<file path="config.mk">
export PLATFORM = sky130hd
export DESIGN_NAME = freq_alarm_monitor
export DESIGN_NICKNAME = d
export VERILOG_FILES = /design/src/rtl/freqmon_pkg.sv /design/src/rtl/freqmon_sync.sv /design/src/rtl/freqmon_ctrl.sv /design/src/rtl/freqmon_dp.sv /design/src/rtl/freq_alarm_monitor.sv
export SDC_FILE = /design/constraint.sdc
export NUM_CORES = 1
export LEC_CHECK = 0
export BUFFER_PORTS_ARGS = -buffer_cell sky130_fd_sc_hd__buf_2
export CAP_MARGIN = 20
export CORE_ASPECT_RATIO = 1.25
export CORE_MARGIN = 5
export CORE_UTILIZATION = 31
export DETAILED_ROUTE_END_ITERATION = 10
export PLACE_DENSITY = 0.56
export SLEW_MARGIN = 20
export SYNTH_ARGS = -nofsm -noshare
export SYNTH_HDL_FRONTEND = slang
export SYNTH_SLANG_ARGS = --single-unit
</file>
<file path="constraint.sdc">
create_clock -name clk -period 4.3 [get_ports clk]
set_input_delay 0.86 -clock clk [delete_from_list [all_inputs] [get_ports clk]]
set_output_delay 0.86 -clock clk [all_outputs]
set_load 0.1 [all_outputs]
</file>
<file path="src/rtl/freqmon_pkg.sv">
package freqmon_pkg;

  // Strobes sent by the gate control to the counting datapath.
  typedef struct packed {
    logic evaluate;   // closing cycle of the gate: load flags from the total
    logic restart;    // start a fresh total on the same cycle
    logic countEdge;  // a synchronized rising edge was detected this cycle
  } gateStrobes_t;

  typedef enum logic [1:0] {
    LEVEL_NONE = 2'b00,
    LEVEL_LOW  = 2'b01,
    LEVEL_HIGH = 2'b11
  } alarmLevel_t;

endpackage

</file>
<file path="src/rtl/freqmon_sync.sv">
module freqmon_sync #(
  parameter int SYNC_STAGES = 2
) (
  input  logic clk,
  input  logic rst,
  input  logic asyncIn,
  output logic edgePulse
);
  logic [SYNC_STAGES-1:0] syncChain;
  logic                   prevSample;

  generate
    for (genvar g = 0; g < SYNC_STAGES; g++) begin : g_stage
      if (g == 0) begin : g_first
        always_ff @(posedge clk) begin
          if (rst) syncChain[0] <= 1'b0;
          else     syncChain[0] <= asyncIn;
        end
      end else begin : g_next
        always_ff @(posedge clk) begin
          if (rst) syncChain[g] <= 1'b0;
          else     syncChain[g] <= syncChain[g-1];
        end
      end
    end
  endgenerate

  always_ff @(posedge clk) begin
    if (rst) prevSample <= 1'b0;
    else     prevSample <= syncChain[SYNC_STAGES-1];
  end

  assign edgePulse = syncChain[SYNC_STAGES-1] & ~prevSample;

  // A detected edge lasts one cycle only.
  assert_single_pulse_R9: assert property (@(posedge clk) disable iff (rst)
    edgePulse |=> !edgePulse);

endmodule

</file>
<file path="src/rtl/freqmon_ctrl.sv">
module freqmon_ctrl
  import freqmon_pkg::*;
#(
  parameter int GATE_CYCLES = 50_000_000,
  parameter int TMR_W       = $clog2(GATE_CYCLES)
) (
  input  logic         clk,
  input  logic         rst,
  input  logic         edgePulse,
  output gateStrobes_t strobes
);
  localparam logic [TMR_W-1:0] RELOAD = TMR_W'(GATE_CYCLES - 1);

  logic [TMR_W-1:0] gateTimer;
  logic             gateEnd;

  assign gateEnd = (gateTimer == '0);

  always_ff @(posedge clk) begin
    if (rst)          gateTimer <= RELOAD;
    else if (gateEnd) gateTimer <= RELOAD;
    else              gateTimer <= gateTimer - 1'b1;
  end

  always_comb begin
    strobes.evaluate  = gateEnd;
    strobes.restart   = gateEnd;
    strobes.countEdge = edgePulse;
  end

  // The timer stays inside one gate and moves every cycle.
  assert_timer_range_R2: assert property (@(posedge clk) disable iff (rst)
    gateTimer <= RELOAD);
  assert_timer_moves_R2: assert property (@(posedge clk) disable iff (rst)
    !gateEnd |=> (gateTimer == $past(gateTimer) - 1'b1));

endmodule

</file>
<file path="src/rtl/freqmon_dp.sv">
module freqmon_dp
  import freqmon_pkg::*;
#(
  parameter int LOW_THRESH  = 1000,
  parameter int HIGH_THRESH = 2000,
  parameter int CNT_W       = $clog2(HIGH_THRESH + 1) + 1
) (
  input  logic         clk,
  input  logic         rst,
  input  gateStrobes_t strobes,
  output alarmLevel_t  level
);
  localparam logic [CNT_W-1:0] CNT_MAX = {CNT_W{1'b1}};
  localparam logic [CNT_W-1:0] LOW_C   = CNT_W'(LOW_THRESH);
  localparam logic [CNT_W-1:0] HIGH_C  = CNT_W'(HIGH_THRESH);

  logic [CNT_W-1:0] edgeCount;
  alarmLevel_t      nextLevel;

  always_ff @(posedge clk) begin
    if (rst)
      edgeCount <= '0;
    else if (strobes.restart)
      edgeCount <= {{(CNT_W-1){1'b0}}, strobes.countEdge};
    else if (strobes.countEdge && edgeCount != CNT_MAX)
      edgeCount <= edgeCount + 1'b1;
  end

  always_comb begin
    if (edgeCount >= HIGH_C)     nextLevel = LEVEL_HIGH;
    else if (edgeCount >= LOW_C) nextLevel = LEVEL_LOW;
    else                         nextLevel = LEVEL_NONE;
  end

  always_ff @(posedge clk) begin
    if (rst)                   level <= LEVEL_NONE;
    else if (strobes.evaluate) level <= nextLevel;
  end

  assert_level_order_R6: assert property (@(posedge clk) disable iff (rst)
    level[1] |-> level[0]);
  assert_level_hold_R2: assert property (@(posedge clk) disable iff (rst)
    !strobes.evaluate |=> $stable(level));
  assert_no_wrap_R8: assert property (@(posedge clk) disable iff (rst)
    (edgeCount == CNT_MAX && !strobes.restart) |=> edgeCount == CNT_MAX);
  assert_carry_edge_R7: assert property (@(posedge clk) disable iff (rst)
    (strobes.restart && strobes.countEdge) |=> edgeCount == 1);

endmodule

</file>
<file path="src/rtl/freq_alarm_monitor.sv">
module freq_alarm_monitor
  import freqmon_pkg::*;
#(
  parameter int GATE_CYCLES = 50_000_000,
  parameter int LOW_THRESH  = 1000,
  parameter int HIGH_THRESH = 2000
) (
  input  logic clk,
  input  logic rst,
  input  logic sigIn,
  output logic alarmLow,
  output logic alarmHigh
);
  localparam int TMR_W = $clog2(GATE_CYCLES);
  localparam int CNT_W = $clog2(HIGH_THRESH + 1) + 1;

  logic         edgePulse;
  gateStrobes_t strobes;
  alarmLevel_t  level;

  freqmon_sync #(.SYNC_STAGES(2)) i_sync (
    .clk(clk), .rst(rst), .asyncIn(sigIn), .edgePulse(edgePulse)
  );

  freqmon_ctrl #(.GATE_CYCLES(GATE_CYCLES), .TMR_W(TMR_W)) i_ctrl (
    .clk(clk), .rst(rst), .edgePulse(edgePulse), .strobes(strobes)
  );

  freqmon_dp #(.LOW_THRESH(LOW_THRESH), .HIGH_THRESH(HIGH_THRESH), .CNT_W(CNT_W)) i_dp (
    .clk(clk), .rst(rst), .strobes(strobes), .level(level)
  );

  assign alarmLow  = level[0];
  assign alarmHigh = level[1];

  // Nothing is raised before the first gate has closed.
  assert_quiet_after_reset_R1: assert property (@(posedge clk) disable iff (rst)
    $past(rst) |-> (!alarmLow && !alarmHigh));

endmodule

</file>
==> summary.txt, run 1 <==
Clock tree
  • Setup Buffers After CTS: 0
  • Clock tree buffer depth: 2
  • Root Driver: clkbuf_8
  • Clk sink count: 43
  • H-tree depth: 2
  • CTS tree: done
  • CTS buffer count: 5
  • Clock transition at path regs: 80 ps
  • PostCTS Resize Cnt: 0
  • Clk_lat worst skew: 290 ps
  • Hold Buf Count CTS: 0

Timing
  • RSZ-0062 raised after global routing: no
  • Final hold violation count: 0
  • Post-layout min period: 2340 ps
  • Max-slew violations: 0
  • Worst slew margin: 0.448
  • Setup violators final: 0
  • Worst clock skew: 4.43 ps
  • Fin crit share: 0.544
  • WHS: 420 ps
  • Setup TNS: 0 ps
  • Worst-Margin Slew: 826 ps
  • Fmax: 427 MHz

Flow run
  • Max cap viols: 0

Power and ir drop
  • VDD IR max: 0.132 mV
  • Clock group share of total power: 0.378
  • PwrDens: 305 mW/mm²
  • Net Switching: 144 µW
  • Sw frac: 0.213
  • Pleak: 0.721 nW
  • Int Pwr: 534 µW
  • Seq pwr share: 0.598
  • Gate power share: 0.024

Routing
  • Routed Wire Length: 3.83 mm
  • DR iter-0 viols: 67
  • Average routed wire per standard cell: 11.9 µm
  • TritonRoute pass-1 iters: 4
  • Via Count: 1542
  • Post-route ant nets: 0
  • Vias/cell: 4.79
  • Drc violations: 0

Finish
  • Area occupied by multi-input gates: 0.00112 mm²
  • Area grow syn2layout: 8.50%
  • Flip-flop and latch area: 861 µm²
  • Layout cells sized above 1: 0.106
  • Nets: 241
  • Fill cells: 703
  • Diodes inserted: 0
  • Final Util: 0.343

Setup path
  • CP Cell Sequence: inv_1, ha_1, or4b_1, nor2_4, nand4_2, nand2b_1, nor3_1
  • Type of origin of the critical path: register
  • CP endpoint kind: register
  • Setup Crit Path Kind: register to register
  • Reg2reg end: i_dp.edgeCount[5]$_SDFFE_PP0P_
  • WP data arrival: 2490 ps
  • CP max FO: 16
  • Slowest cell on the critical path: or4b_1
  • Worst EP required: 4450 ps
  • Crit. Startpoint: i_ctrl.gateTimer[0]$_SDFF_PP1_
  • R2R setup slack: 1960 ps
  • Cell family contributing the most delay on the critical path: simple AND/OR/NAND/NOR gates
  • Cells on worst reg2reg path: 7
  • Worst flop-to-flop path startpoint: i_ctrl.gateTimer[0]$_SDFF_PP1_
  • Max stage delay on crit path: 630 ps
  • Crit path buf inv count: 1

Synth
  • Synthesized area per cell: 8.86 µm²
  • Post-synth EDFFs: 0
  • Asr flop ratio synth: 0
  • Post-synthesis cell count: 231
  • Sequential fraction of the synthesis area: 0.421
  • Ys Warns: 0
  • Distinct cells, synth: 46
  • Synthesized cell area: 0.00205 mm²
  • Syn Nets: 237
  • Main synth FF type: dfxtp_1
  • #FFs+latches synth: 43

Floorplan
  • Die Ht: 101 µm
  • Die area: 0.00834 mm²
  • Core area: 0.00648 mm²
  • Core Rows: 33
  • Die width: 82.7 µm
  • Initial Util: 0.316
  • # IOs: 5

Global routing
  • Overflow after GRT: 0
  • GRT Overall Usage: 0.102
  • First-pass GRT wire length: 6.67 mm
  • Initial antenna violation count: 0
  • Largest net degree at the start of global routing: 21
  • Vias in the first global route: 1449

Placed design
  • Port bufs: 4
  • Detailed Place HPWL: 2.78 mm
  • GP Congestion: 0.788

Status
  • Outcome: completed

Min path
  • Hold EP: i_ctrl.gateTimer[0]$_SDFF_PP1_
  • Worst hold path stage count: 1
  • Hold path startpoint: i_ctrl.gateTimer[0]$_SDFF_PP1_
  • Hold Crit Class: register to register
worst max path at each step:
| stage | to | slack [ps] | cells after the start |
|---|---|---|---|
| after floorplan | i_dp.edgeCount[0]$_SDFFE_PP0P_ | 2410 | 8 |
| after global placement | i_dp.edgeCount[4]$_SDFFE_PP0P_ | 1970 | 7 |
| after detailed placement | i_dp.edgeCount[4]$_SDFFE_PP0P_ | 1890 | 7 |
| after CTS | i_dp.edgeCount[5]$_SDFFE_PP0P_ | 1880 | 7 |
| after global routing | i_ctrl.gateTimer[19]$_SDFF_PP1_ | 1710 | 7 |
| final | i_dp.edgeCount[5]$_SDFFE_PP0P_ | 1960 | 7 |
placed cells by master, fill, tap and decap left out, types with 2 or more instances in the layout:
cell type,instances
and3_1,2
dfxtp_1,43
nor2_1,33
nor4b_1,2
or4_4,3
nand3_1,10
nand2_1,19
o31ai_1,3
or3b_2,2
nor3_2,2
nand2b_1,7
nor2_4,2
a21oi_1,6
or4_1,2
buf_2,4
ha_1,3
o21ai_0,5
inv_1,5
a211oi_1,2
or3_1,7
nor3_1,12
nor4_1,5
mux2i_1,5
nor2b_1,8
clkbuf_8,6
nand4_1,5
xor2_1,8
xnor2_1,7
cell families (layout without fill, tap and decap cells):
| logic type | after synthesis | after routing | share of synthesized area |
|---|---|---|---|
| AND/OR/NAND/NOR | 129 | 129 | 0.366 |
| flip-flops | 43 | 43 | 0.421 |
| AO/OA/AOI/OAI | 24 | 24 | 0.0770 |
| XOR/XNOR | 15 | 15 | 0.0642 |
| buffers and inverters | 12 | 16 | 0.0300 |
| multiplexers | 5 | 5 | 0.0245 |
| adder cells (fa/ha/maj) | 3 | 3 | 0.0183 |
power by group through the flow:
stage	registers (mW)	clock network (mW)	logic, mW
2_1_floorplan	0.414	0	0.0148
3_3_place_gp	0.415	0	0.0165
3_5_place_dp	0.415	0	0.0172
4_1_cts	0.406	0.268	0.0172
5_1_grt	0.406	0.282	0.0189
6_report	0.406	0.256	0.0163
metrics by stage:
stage / setup WS [ps] / power (mW) / area (µm²) / std cells
after CTS: 1880 / 0.691 / 2220 / 322
after detailed placement: 1890 / 0.432 / 2130 / 315
after global routing: 1710 / 0.707 / 2220 / 322
after floorplan: 2410 / 0.429 / 2050 / 231
final: 1960 / 0.678 / 2220 / 322
after global placement: 1970 / 0.431 / 2130 / 315
layout make-up:
class                           instances  share of cell area
Clock buffer                            6              0.0372
Tap cell                               87              0.0490
Clock inverter                          1             0.00225
Sequential cell                        43               0.388
Inverter                                5             0.00845
Multi-Input combinational cell        176               0.506
Timing Repair Buffer                    4             0.00901
layer usage:
metal / GRT usage / share of wire / routed length [µm]
met4: 0.0415 / 0.017 / 64
met2: 0.173 / 0.49 / 1880
met5: 0 / 0 / 0
met1: 0.124 / 0.48 / 1820
met3: 0.0215 / 0.015 / 59
worst reg2reg max path, delay by kind of cell, from the launching register on:
| family | cells | cell delay [ps] |
|---|---|---|
| adders and majority gates | 1 | 200 |
| and+or+nand+nor | 5 | 1610 |
| DFF | 1 | 330 |
| buffers and inverters | 1 | 60 |
synthesized netlist by cell type (all sizes together) (6+ instances only):
library cell | count | area, µm²
nor2 | 36 | 166
nand2 | 19 | 71.3
nand3 | 11 | 67.6
nand2b | 7 | 43.8
or3 | 8 | 55.1
a21oi | 6 | 30.0
nand4 | 6 | 43.8
xnor2 | 7 | 61.3
nor3 | 15 | 96.4
nor2b | 8 | 50.1
xor2 | 8 | 70.1
buf | 6 | 38.8
dfxtp | 43 | 861
registers in the layout, summed over array words and instances (netlist names):
register,cells
i_sync.prevSample,1
i_ctrl.gateTimer,26
i_dp.edgeCount,12
i_dp.level,2
i_sync.syncChain,2
No activity file was read; power rests on OpenSTA's default activity.
==> inputs of run 2 (changes only) <==
--- a/config.mk
+++ b/config.mk
@@ -5,13 +5,14 @@
 export SDC_FILE = /design/constraint.sdc
 export NUM_CORES = 1
 export LEC_CHECK = 0
+export ABC_AREA = 1
 export BUFFER_PORTS_ARGS = -buffer_cell sky130_fd_sc_hd__buf_2
 export CAP_MARGIN = 20
 export CORE_ASPECT_RATIO = 1.25
 export CORE_MARGIN = 5
 export CORE_UTILIZATION = 31
 export DETAILED_ROUTE_END_ITERATION = 10
-export PLACE_DENSITY = 0.56
+export PLACE_DENSITY = 0.58
 export SLEW_MARGIN = 20
 export SYNTH_ARGS = -nofsm -noshare
 export SYNTH_HDL_FRONTEND = slang
==> constraint.sdc (replaced) <==
create_clock -name clk -period 2 [get_ports clk]
set_input_delay 0.4 -clock clk [delete_from_list [all_inputs] [get_ports clk]]
set_output_delay 0.4 -clock clk [all_outputs]
set_load 0.1 [all_outputs]
==> run 2 against run 1 <==
Compared with the run above: maximum frequency up 39%; clock power up 110%; highest routed layer unchanged; count of clock-buffer cells in the layout up 1.
==> summary.txt, run 2 <==
Global routing
  • Vias in the first global route: 1895
  • Initial antenna violation count: 0
  • Overflow after GRT: 0
  • GRT Overall Usage: 0.114
  • Largest net degree at the start of global routing: 22
  • First-pass GRT wire length: 8.55 mm

Timing
  • Post-layout min period: 1680 ps
  • Fin crit share: 0.842
  • Final hold violation count: 0
  • Worst-Margin Slew: 487 ps
  • RSZ-0062 raised after global routing: no
  • Worst clock skew: 3.78 ps
  • Max-slew violations: 0
  • Worst slew margin: 0.678
  • Setup TNS: 0 ps
  • Setup violators final: 0
  • Fmax: 594 MHz

Clock tree
  • Root Driver: clkbuf_8
  • CTS tree: done
  • Clock tree buffer depth: 2
  • Clk_lat worst skew: 290 ps
  • Clk sink count: 43
  • CTS buffer count: 5
  • H-tree depth: 2
  • Clock transition at path regs: 80 ps
  • Hold Buf Count CTS: 0

Power and ir drop
  • Pleak: 1.01 nW
  • PwrDens: 594 mW/mm²
  • VDD IR max: 0.322 mV

Synth
  • Synthesized cell area: 0.00229 mm²
  • Area fraction of the dominant cell type after synthesis: 0.375
  • Distinct cells, synth: 25
  • Most frequent cells after synthesis: nand2_1, nor2_1, dfxtp_1, inv_1, nand3_1
  • Simple-Gate Fraction of Synth Area: 0.431
  • Ys Warns: 0
  • Synth Area in Compound Gates: 0.0453
  • Synth Area in Adders: 0.0164
  • Main synth FF type: dfxtp_1
  • Sequential fraction of the synthesis area: 0.375
  • Synthesized area per cell: 6.75 µm²
  • Post-synth top area cell: dfxtp_1
  • #FFs+latches synth: 43
  • Post-synthesis cell count: 340
  • Cell with the most instances after synthesis: nand2_1
  • Area contributors post-synth: dfxtp_1, nand2_1, nor2_1
  • Post-Synth XOR/XNOR Area: 0.0496
  • Post-synth EDFFs: 0
  • Largest family of logic cells by synthesized area: simple AND/OR/NAND/NOR gates
  • Syn Nets: 346
  • Post-synthesis mux area share: 0
  • Asr flop ratio synth: 0

Min path
  • Hold Crit Class: input pin to register
  • Hold EP: i_sync.syncChain[0]$_SDFF_PP0_
  • Hold path startpoint: sigIn
  • Worst hold path stage count: 3

Finish
  • Layout cells sized above 1: 0.115
  • Post-Layout Cell Count: 441
  • Most frequent cells in the layout: nand2_1, nor2_1, dfxtp_1
  • Diodes inserted: 0
  • Nets: 354
  • Final Util: 0.339
  • Number of flip-flops in the largest register: 26
  • Biggest register: i_ctrl.gateTimer
  • Area grow syn2layout: 8.12%
  • Most common cell after layout, fill and taps aside: nand2_1
  • Biggest regs: i_ctrl.gateTimer x26, i_dp.edgeCount x12

Routing
  • Drc violations: 0
  • Post-route ant nets: 0
  • Average routed wire per standard cell: 10.7 µm
  • TritonRoute pass-1 iters: 4
  • Via Count: 1989
  • Routed Wire Length: 4.72 mm
  • Vias/cell: 4.51
  • DR iter-0 viols: 66

Setup path
  • Setup Crit Path Kind: register to register
  • CP endpoint kind: register
  • CP max FO: 21
  • Worst EP required: 2200 ps
  • Cells on worst reg2reg path: 11
  • WP data arrival: 1880 ps
  • Reg2reg end: i_dp.edgeCount[5]$_SDFFE_PP0P_
  • Worst flop-to-flop path startpoint: i_ctrl.gateTimer[0]$_SDFF_PP1_
  • Type of origin of the critical path: register
  • R2R setup slack: 320 ps

Placed design
  • GP Congestion: 0.858
  • Detailed Place HPWL: 3.58 mm
  • Port bufs: 4
  • Dpl cells: 433

Floorplan
  • Core Rows: 35
  • Die area: 0.00923 mm²
  • Die width: 87.0 µm
  • Core area: 0.00731 mm²
  • # IOs: 5
  • Initial Util: 0.314
  • Die Ht: 106 µm

Status
  • Outcome: completed

Flow run
  • Max cap viols: 0
==> run 2: cell count changes in the layout (fill, tap and decap cells not counted), moves of 6 or more <==
cell / before / now
nor3_1: 12 / 6
nand2_2: 0 / 6
nand2_1: 19 / 98
nor2_1: 33 / 56
inv_1: 5 / 35
nor2b_1: 8 / 0
or3_1: 7 / 0
nand3_1: 10 / 27
nand2b_1: 7 / 0
==> run 2: per-layer routing <==
metal  wire length (µm)  share of wire  up-vias  GRT usage
li1                   -              -     1072          -
met1               2140           0.45      893      0.140
met3                106          0.022        4     0.0233
met5                  0              0        -          0
met4                 34         0.0072        0     0.0334
met2               2440           0.52       20      0.197
==> run 2: through the flow <==
step	hold slack (ps)	area, µm²	setup WS [ps]	total power, mW
finish	302	2480	316	1.47
global route	307	2480	87.6	1.55
CTS	295	2480	154	1.49
detailed placement	378	2400	188	0.954
global placement	376	2400	187	0.954
floorplan	365	2290	523	0.944
==> run 2: layout make-up <==
cell class,instances,area [µm²]
Clock buffer,7,76.3
Clock inverter,1,5.00
Fill cell,801,4830
Inverter,39,149
Multi-Input combinational cell,254,1250
Sequential cell,43,862
Tap cell,92,115
Timing Repair Buffer,5,27.5
==> run 2: repair_timing <==
action                                  CTS  global route
gates resized for setup                   0             3
setup buffers                             0             0
endpoints found under the setup margin    0             6
==> run 2: power by group <==
part / switching, mW / internal, mW
clock: 0.294 / 0.245
combinational: 0.0443 / 0.0162
sequential: 0.00714 / 0.866
==> run 2: logic make-up (layout without fill, tap and decap cells) <==
family | Yosys count | count (layout)
XOR/XNOR | 13 | 13
AND/OR/NAND/NOR | 219 | 219
buffers and inverters | 43 | 52
adder cells (fa/ha/maj) | 3 | 3
flip-flops | 43 | 43
AO/OA/AOI/OAI | 19 | 19
==> run 2: worst max-delay path by stage <==
stage,startpoint,to
3_5_place_dp,i_dp.edgeCount[0]$_SDFFE_PP0P_,i_dp.edgeCount[9]$_SDFFE_PP0P_
4_1_cts,i_dp.edgeCount[0]$_SDFFE_PP0P_,i_dp.edgeCount[9]$_SDFFE_PP0P_
6_report,i_ctrl.gateTimer[0]$_SDFF_PP1_,i_dp.edgeCount[5]$_SDFFE_PP0P_
3_3_place_gp,i_dp.edgeCount[0]$_SDFFE_PP0P_,i_dp.edgeCount[9]$_SDFFE_PP0P_
5_1_grt,i_dp.edgeCount[0]$_SDFFE_PP0P_,i_dp.edgeCount[6]$_SDFFE_PP0P_
2_1_floorplan,i_ctrl.gateTimer[0]$_SDFF_PP1_,i_dp.edgeCount[6]$_SDFFE_PP0P_
==> run 2: critical path, stage by stage (launching register included) <==
cell and delay (ps):
dfxtp_1 320, inv_1 70, ha_1 290, nand2_4 120
nor2_4 150, nand2_2 100, inv_2 70, nand2_4 70
nand2_8 140, inv_4 130, nand2_1 90, inv_1 30
